**src/rtl/lsm_pkg.sv**
```systemverilog
package lsm_pkg;

    localparam int DATA_W = 32;
    localparam int BE_W   = DATA_W / 8;

    localparam logic [1:0] SZ_BYTE = 2'b00;
    localparam logic [1:0] SZ_HALF = 2'b01;

    typedef enum logic [1:0] {
        S_IDLE   = 2'd0,
        S_SINGLE = 2'd1,
        S_MULTI  = 2'd2
    } lsm_state_t;

    // Natural alignment rule; block transfers always move whole words.
    function automatic logic misaligned(input logic [1:0] size,
                                        input logic [1:0] lo,
                                        input logic       multi);
        if (multi || size[1])
            return lo != 2'b00;
        else if (size == SZ_HALF)
            return lo[0];
        else
            return 1'b0;
    endfunction

endpackage

```
**src/rtl/lsm_lane.sv**
```systemverilog
module lsm_lane
    import lsm_pkg::*;
(
    input  logic [1:0]        size,
    input  logic [1:0]        lo,
    input  logic              wide,
    input  logic [DATA_W-1:0] st_src,
    input  logic [DATA_W-1:0] ld_raw,
    output logic [BE_W-1:0]   be,
    output logic [DATA_W-1:0] st_data,
    output logic [DATA_W-1:0] ld_data
);

    logic [DATA_W-1:0] shifted;

    always_comb begin
        shifted = ld_raw >> {lo, 3'b000};
        if (wide || size[1]) begin
            be      = '1;
            st_data = st_src;
            ld_data = ld_raw;
        end else if (size == SZ_HALF) begin
            be      = lo[1] ? 4'b1100 : 4'b0011;
            st_data = {2{st_src[15:0]}};
            ld_data = {16'b0, shifted[15:0]};
        end else begin
            be      = 4'b0001 << lo;
            st_data = {4{st_src[7:0]}};
            ld_data = {24'b0, shifted[7:0]};
        end
    end

endmodule

```
**src/rtl/lsm_seq.sv**
```systemverilog
module lsm_seq
    import lsm_pkg::*;
#(
    parameter int ADDR_W = 32,
    parameter int NREG   = 16,
    localparam int REG_W = $clog2(NREG)
) (
    input  logic              clk,
    input  logic              rst_n,
    input  logic              op_valid,
    input  logic [1:0]        op_kind,
    input  logic [1:0]        op_size,
    input  logic [ADDR_W-1:0] ea,
    input  logic [REG_W-1:0]  op_reg,
    input  logic              mem_ready,
    output logic              busy,
    output logic              act,
    output logic              misal_q,
    output logic [1:0]        kind_q,
    output logic [1:0]        size_q,
    output logic [ADDR_W-1:0] addr_q,
    output logic [REG_W-1:0]  reg_q
);

    localparam logic [REG_W-1:0]  LAST = REG_W'(NREG - 1);
    localparam logic [ADDR_W-1:0] STEP = ADDR_W'(BE_W);

    lsm_state_t state, nstate;
    logic       accept, bad, last;

    assign accept = op_valid && (state == S_IDLE);
    assign bad    = accept && misaligned(op_size, ea[1:0], op_kind[1]);
    assign last   = (reg_q == LAST);

    // Next-state selection
    always_comb begin
        nstate = state;
        unique case (state)
            S_IDLE: begin
                if (accept && !bad)
                    nstate = op_kind[1] ? S_MULTI : S_SINGLE;  // T_ISSUE_RUN / T_ISSUE_ONE
            end
            S_SINGLE: begin
                if (mem_ready) nstate = S_IDLE;                // T_DONE_ONE
            end
            S_MULTI: begin
                if (mem_ready && last) nstate = S_IDLE;        // T_DONE_RUN
            end
            default: nstate = S_IDLE;
        endcase
    end

    // State register
    always_ff @(posedge clk) begin
        if (!rst_n) state <= S_IDLE;
        else        state <= nstate;
    end

    // Operation context
    always_ff @(posedge clk) begin
        if (!rst_n) begin
            kind_q  <= '0;
            size_q  <= '0;
            addr_q  <= '0;
            reg_q   <= '0;
            misal_q <= 1'b0;
        end else begin
            misal_q <= bad;
            if (accept && !bad) begin
                kind_q <= op_kind;
                size_q <= op_size;
                addr_q <= ea;
                reg_q  <= op_reg;
            end else if (state == S_MULTI && mem_ready && !last) begin  // T_STEP
                addr_q <= addr_q + STEP;
                reg_q  <= reg_q + 1'b1;
            end
        end
    end

    // Outputs
    always_comb begin
        busy = (state != S_IDLE);
        act  = (state == S_SINGLE) || (state == S_MULTI);
    end

    p_single_two_clk_r5: assert property (@(posedge clk) disable iff (!rst_n)
        (accept && !bad && !op_kind[1]) |=> (act && busy));

    p_single_done_r5: assert property (@(posedge clk) disable iff (!rst_n)
        (state == S_SINGLE && mem_ready) |=> !busy);

    p_misalign_noacc_r9: assert property (@(posedge clk) disable iff (!rst_n)
        bad |=> (misal_q && !act && !busy));

    p_multi_step_r6: assert property (@(posedge clk) disable iff (!rst_n)
        (state == S_MULTI && mem_ready && !last) |=>
            (act && addr_q == $past(addr_q) + STEP && reg_q == $past(reg_q) + 1'b1));

    p_stall_hold_r10: assert property (@(posedge clk) disable iff (!rst_n)
        (act && !mem_ready) |=> (act && $stable(addr_q) && $stable(reg_q)));

    p_busy_ignore_r8: assert property (@(posedge clk) disable iff (!rst_n)
        (busy && op_valid && !(act && mem_ready)) |=> ($stable(kind_q) && !misal_q));

endmodule

```
**src/rtl/lsm_unit.sv**
```systemverilog
module lsm_unit
    import lsm_pkg::*;
#(
    parameter int ADDR_W = 32,
    parameter int NREG   = 16,
    localparam int REG_W = $clog2(NREG)
) (
    input  logic              clk,
    input  logic              rst_n,
    input  logic              op_valid,
    input  logic [1:0]        op_kind,
    input  logic [1:0]        op_size,
    input  logic [ADDR_W-1:0] op_base,
    input  logic [ADDR_W-1:0] op_offset,
    input  logic [REG_W-1:0]  op_reg,
    output logic              busy,
    output logic              misalign,
    output logic              mem_req,
    output logic              mem_we,
    output logic [ADDR_W-1:0] mem_addr,
    output logic [BE_W-1:0]   mem_be,
    output logic [DATA_W-1:0] mem_wdata,
    input  logic [DATA_W-1:0] mem_rdata,
    input  logic              mem_ready,
    output logic [REG_W-1:0]  rf_rd_addr,
    input  logic [DATA_W-1:0] rf_rd_data,
    output logic              rf_we,
    output logic [REG_W-1:0]  rf_waddr,
    output logic [DATA_W-1:0] rf_wdata
);

    logic [ADDR_W-1:0] ea;
    logic              act;
    logic              misal_q;
    logic [1:0]        kind_q;
    logic [1:0]        size_q;
    logic [ADDR_W-1:0] addr_q;
    logic [REG_W-1:0]  reg_q;
    logic [BE_W-1:0]   be_w;
    logic [DATA_W-1:0] st_w;
    logic [DATA_W-1:0] ld_w;

    assign ea = op_base + op_offset;

    lsm_seq #(.ADDR_W(ADDR_W), .NREG(NREG)) u_seq (
        .clk       (clk),
        .rst_n     (rst_n),
        .op_valid  (op_valid),
        .op_kind   (op_kind),
        .op_size   (op_size),
        .ea        (ea),
        .op_reg    (op_reg),
        .mem_ready (mem_ready),
        .busy      (busy),
        .act       (act),
        .misal_q   (misal_q),
        .kind_q    (kind_q),
        .size_q    (size_q),
        .addr_q    (addr_q),
        .reg_q     (reg_q)
    );

    lsm_lane u_lane (
        .size    (size_q),
        .lo      (addr_q[1:0]),
        .wide    (kind_q[1]),
        .st_src  (rf_rd_data),
        .ld_raw  (mem_rdata),
        .be      (be_w),
        .st_data (st_w),
        .ld_data (ld_w)
    );

    always_comb begin
        misalign   = misal_q;
        mem_req    = act;
        mem_we     = act && kind_q[0];
        mem_addr   = addr_q;
        mem_be     = be_w;
        mem_wdata  = st_w;
        rf_rd_addr = reg_q;
        rf_we      = act && !kind_q[0] && mem_ready;
        rf_waddr   = reg_q;
        rf_wdata   = ld_w;
    end

    p_rfwe_load_r4: assert property (@(posedge clk) disable iff (!rst_n)
        rf_we |-> (mem_req && mem_ready && !mem_we));

    p_be_byte_r2: assert property (@(posedge clk) disable iff (!rst_n)
        (mem_req && !kind_q[1] && size_q == SZ_BYTE) |-> ($countones(mem_be) == 1));

    p_be_block_r6: assert property (@(posedge clk) disable iff (!rst_n)
        (mem_req && kind_q[1]) |-> (mem_be == '1 && mem_addr[1:0] == 2'b00));

    p_idle_quiet_r1: assert property (@(posedge clk) disable iff (!rst_n)
        !busy |-> (!mem_req && !rf_we));

endmodule

```
**config.mk**
```make
export PLATFORM = sky130hd
export DESIGN_NAME = lsm_unit
export DESIGN_NICKNAME = d
export VERILOG_FILES = /design/src/rtl/lsm_pkg.sv /design/src/rtl/lsm_lane.sv /design/src/rtl/lsm_seq.sv /design/src/rtl/lsm_unit.sv
export SDC_FILE = /design/constraint.sdc
export NUM_CORES = 1
export LEC_CHECK = 0
export BUFFER_PORTS_ARGS = -buffer_cell sky130_fd_sc_hd__buf_2
export CAP_MARGIN = 15
export CORE_ASPECT_RATIO = 0.6
export CORE_MARGIN = 2
export CORE_UTILIZATION = 51
export CTS_CLUSTER_SIZE = 12
export DETAILED_ROUTE_END_ITERATION = 8
export HOLD_SLACK_MARGIN = 0.08
export PLACE_DENSITY = 0.95
export SLEW_MARGIN = 25
export SYNTH_ARGS = -nofsm -noshare
export SYNTH_HDL_FRONTEND = slang
export SYNTH_SLANG_ARGS = --single-unit
export TNS_END_PERCENT = 20
```
**constraint.sdc**
```tcl
create_clock -name clk -period 5.3 [get_ports clk]
set_clock_uncertainty 0.05 [all_clocks]
set_input_delay 0.265 -clock clk [delete_from_list [all_inputs] [get_ports clk]]
set_output_delay 0.265 -clock clk [all_outputs]
set_load 0.01 [all_outputs]
```
# Yosys cells after proc, flatten, opt, wreduce, memory -nomap -nowiden
# Index checks and enable logic that the tools add are counted.
# totals
regBits	43
in_bits	140
out_inout_bits	113
# op_classes
add_sub_neg	3
eq_ne	8
shift	2
mux	18
reduce_logical	20
# op_table
op	n
32-bit two-way mux	5
32-bit by 3-bit adder with 32-bit output, second input constant	1
32-bit adder	1
32-bit by 5-bit >> shifter with 16-bit output	1
4-bit two-way mux	5
16-bit two-way mux	1
1-bit logical AND	9
2-bit two-way mux	4
2-bit by 1-bit == test with 1-bit output, second input constant	3
2-bit one-hot mux with 3 select lines	1
2-bit nonzero test	3
4-bit by 1-bit adder with 4-bit output, second input constant	1
4-bit == test, second input constant	1
2-bit != test, second input constant	2
1-bit by 2-bit << shifter with 4-bit output, first input constant	1
1-bit logical NOT	3
1-bit logical OR	3
3-bit AND reduction	1
2-bit == test, second input constant	1
2-bit logical NOT	1
1-bit two-way mux	2
2-bit by 1-bit != test with 1-bit output, second input constant	1

# Longest topological paths before layout
# logic_depth
ltp_word	8
mapped_depth	10
ltp_nobuf	9

# By module
# Synthesis repeated with hierarchy kept, for this count alone.
# unflattened
cells_unflattened	675
area_unflattened_um2	5180.0
# modules_own_cells
module	n_inst	cells_per_inst	area_per_inst_um2	seq_area_each_um2
lsm_seq	1	270	2259.7	860.8
lsm_unit	1	248	1788.0	0.0
lsm_lane	1	157	1132.3	0.0

# Worst setup path after synthesis
# Ideal clock, no wire load.
# synth_path
kind	in2reg
from	in op_base[0]
to	reg u_seq.addr_q[24]
setup_ns	0.058
t_arrival_ns	2.222
path_slack_ns	2.970
cell_stages	8
path_buffers	1
path_cell_list	ha_1 > fa_1 > o22a_1 > a211oi_2 > nand2_1 > buf_2 > o41a_1 > nand2_1
# synth_between
elab_chain_len	7
# synth_lines
item	line	source
start: declaration	lsm_unit.sv:13	input logic [ADDR_W-1:0] op_base,
32-bit adder *	lsm_unit.sv:43	assign ea = op_base + op_offset;
1-bit two-way mux or 2-bit nonzero test (tied branches)	lsm_pkg.sv:21, lsm_pkg.sv:20	
1-bit two-way mux	lsm_pkg.sv:19	if (multi || size[1])
1-bit logical AND	lsm_seq.sv:32	assign bad = accept && misaligned(op_size, ea[1:0], op_kind[1]);
1-bit logical NOT	lsm_seq.sv:69	if (accept && !bad) begin
1-bit logical AND	lsm_seq.sv:69	
32-bit two-way mux or 2-bit nonzero test (tied branches)	--	
end signal: assignment	lsm_seq.sv:75	addr_q <= addr_q + STEP;
end: declaration	lsm_seq.sv:21	output logic [ADDR_W-1:0] addr_q,
# Every way passes the cells marked *; elsewhere a longest branch is shown, timed or not.
# A chain may end at the register's enable or synchronous reset.

# Worst setup path in the final report
# layout_path
from	in op_base[0]
to	reg u_seq.addr_q[28]
# The elaborated chain is that of the path after synthesis.

==> flow_summary.yaml <==
run_status:
  outcome: "completed"
synth:
  synthXorXnorAreaFrac: 0.0924
  synth.distinct_cells: 68
  netlist_instances: 714
  synth-adder-area-share: 0.0936
  syn-cell-area_sq_um: 5030
  syn-num-nets: 891
  synth-seq-area-share: 0.171
  synth_top_family_by_area: "compound AO/OA/AOI/OAI gates"
  synth-edff-count: 0
  synth_mux_area_frac: 0.0580
  synth-simple-area-share: 0.248
  synth_compound_area_frac: 0.271
  synth_seq_cells: 43
  synth_ff_type: "dfxtp_1"
  postSynthAreaPerCell_sq_um: 7.04
  yosys_warnings: 0
  synthArstFlopShare: 0
timing:
  setup_tns_ps: 0
  period_needed_ps: 2680
  fin_crit_sh: 0.506
  timing.fmax_ghz: 0.373
  worst_pin_slew_ps: 1000
  max_slew_margin: 0.333
  finalSetupViolCount: 0
  hold_ws_ps: 173
  fin_ws_ps: 2620
  finalHoldViolations: 0
  rsz0062_at_grt: "no"
  drv_slew: 0
routing:
  drc: 0
  drt_iter0_markers: 482
  postRouteAntennaNets: 0
  wl_per_cell_um: 15.4
  vias: 6127
  vias_per_cell: 5.73
  wl_mm: 16.4
  dr.pass1.iters: 7
cts:
  htree_num_levels: 2
  cts-hold-fix-buffers: 0
  cts_made_buffers: 5
  clock_latency_ps: 280
  cts-resized-gates: 0
  post-cts-setup-buffer-count: 0
  clock-sinks: 43
  path_clk_slew_ps: 60
  tritoncts: "done"
  clock_path_buffers: 2
  clockRootBuffer: "clkbuf_16"
placement:
  hpwl_mm: 13.3
  place_ws_ps: 1980
  portBuffers: 252
  dpl_cell_area_sq_um: 6280
  gp_congestion: 0.929
  dpl.cell_count: 1061
setup_path:
  arrival_ps: 2810
  r2r_setup_slack_ps: 2720
  critical_path_required_ps: 5430
  critPathLaunchType: "input port"
  endpoint_kind: "flip-flop"
  critical_path_class: "input port to flip-flop"
  cp_max_fo: 30
floorplan:
  io_pins: 253
  die_y_um: 80.9
  start_util: 0.518
  die_width_um: 132
  rows: 28
  dieArea_sq_um: 10700
  core_sq_um: 9700
grt:
  grt-ovfl-total: 0
  grt_pass1_wl_mm: 24.9
  grt_pass1_vias: 5013
  grt_usage: 0.283
  antenna_found_initial: 0
  grt_max_degree: 52
layout:
  final_area_sq_um: 6420
  multi_input_area_sq_um: 3840
  syn2layout_area_growth_pct: 27.8
  drive_gt1_frac: 0.323
  diodes: 0
  final_common_cell: "buf_2"
  seq_area_sq_um: 861
  fin_nets: 1110
  final_cell_mix: "buf_2, nand2_1, nor2_1, a21oi_1, o21ai_0"
  stdcell_count: 1069
  fill_cells: 836
flow_run:
  maxCapViolCount: 0
pwr:
  peakVddDrop_uv: 130
  p_leak_nw: 3.07
  p_per_area_nw_per_um2: 207
hold_path:
  holdCritPathClass: "input port to flip-flop"
-- metal layers --
metal,part of all wire,wire [um],GRT usage,up-vias
met5,0,0,0,-
li1,-,-,-,2995
met3,0.082,1340,0.0468,16
met4,0.014,227,0.0609,0
met2,0.43,7110,0.436,324
met1,0.47,7760,0.412,2792
-- cells by family after synthesis --
group	Yosys count
buf+inv	71
fa+ha+maj	37
flops	43
mux	28
simple gates	271
compound gates	211
xor+xnor	53
-- report_power, final --
| group | internal, mW | switching [mW] |
|---|---|---|
| combinational | 0.267 | 0.374 |
| clock | 0.172 | 0.125 |
| sequential | 0.353 | 0.0360 |
-- worst max-delay path: stages --
cell,delay [ps]
buf_2,100
ha_1,240
fa_1,460
o22a_1,200
a21oi_1,210
nand3_2,490
nand2_1,520
nor4_1,110
o22a_2,190
-- Yosys cell counts (all sizes together), types with 2 or more instances --
cell	instances	area (sq um)
nand2	100	378
nor2	78	293
a21oi	61	313
o21ai	58	294
dfxtp	43	861
ha	36	450
xor2	27	236
xnor2	26	228
buf	25	155
a211oi	23	178
clkbuf	23	87.6
inv	23	86.3
nand3	23	115
and2	19	119
mux2i	19	190
nor3	16	85.1
nand4	13	87.6
mux2	9	101
o211ai	9	72.6
a222oi	8	80.1
a31o	8	70.1
a21o	7	52.6
and4	7	63.8
o22ai	6	37.5
o21bai	5	37.5
and3	4	25.0
a31oi	3	31.3
nor2b	3	21.3
nor4	3	18.8
o21a	3	22.5
a21boi	2	15.0
a22oi	2	15.0
nand2b	2	20.0
o22a	2	18.8
o32ai	2	17.5
-- sequential cells by signal, summed over array words and instances (netlist names) --
signal,count
u_seq.kind_q,2
u_seq.misal_q,1
u_seq.state,2
u_seq.size_q,2
u_seq.addr_q,32
u_seq.reg_q,4
-- final timing paths --
| kind | endpoint | depth (start not counted) | from |
|---|---|---|---|
| max | u_seq.addr_q[28] | 9 | op_base[0] |
| min | u_seq.kind_q[0] | 3 | op_kind[0] |
| max reg2reg | u_seq.addr_q[31] | 8 | u_seq.reg_q[0] |
| min reg2reg | u_seq.kind_q[0] | 2 | u_seq.kind_q[0] |
-- cell type report --
cell class,instances,area share
Sequential cell,43,0.134
Clock inverter,3,0.00234
Clock buffer,5,0.0195
Multi-Input combinational cell,600,0.599
Timing Repair Buffer,260,0.206
Inverter,23,0.0134
Tap cell,135,0.0263
-- stage by stage --
stage / utilization / total power [mW]
floorplan: - / 0.794
detailed placement: 0.647 / 1.02
global placement: 0.647 / 1.01
global route: 0.662 / 1.41
finish: 0.662 / 1.33
CTS: 0.661 / 1.32
Power figures use the tool's default switching activity.
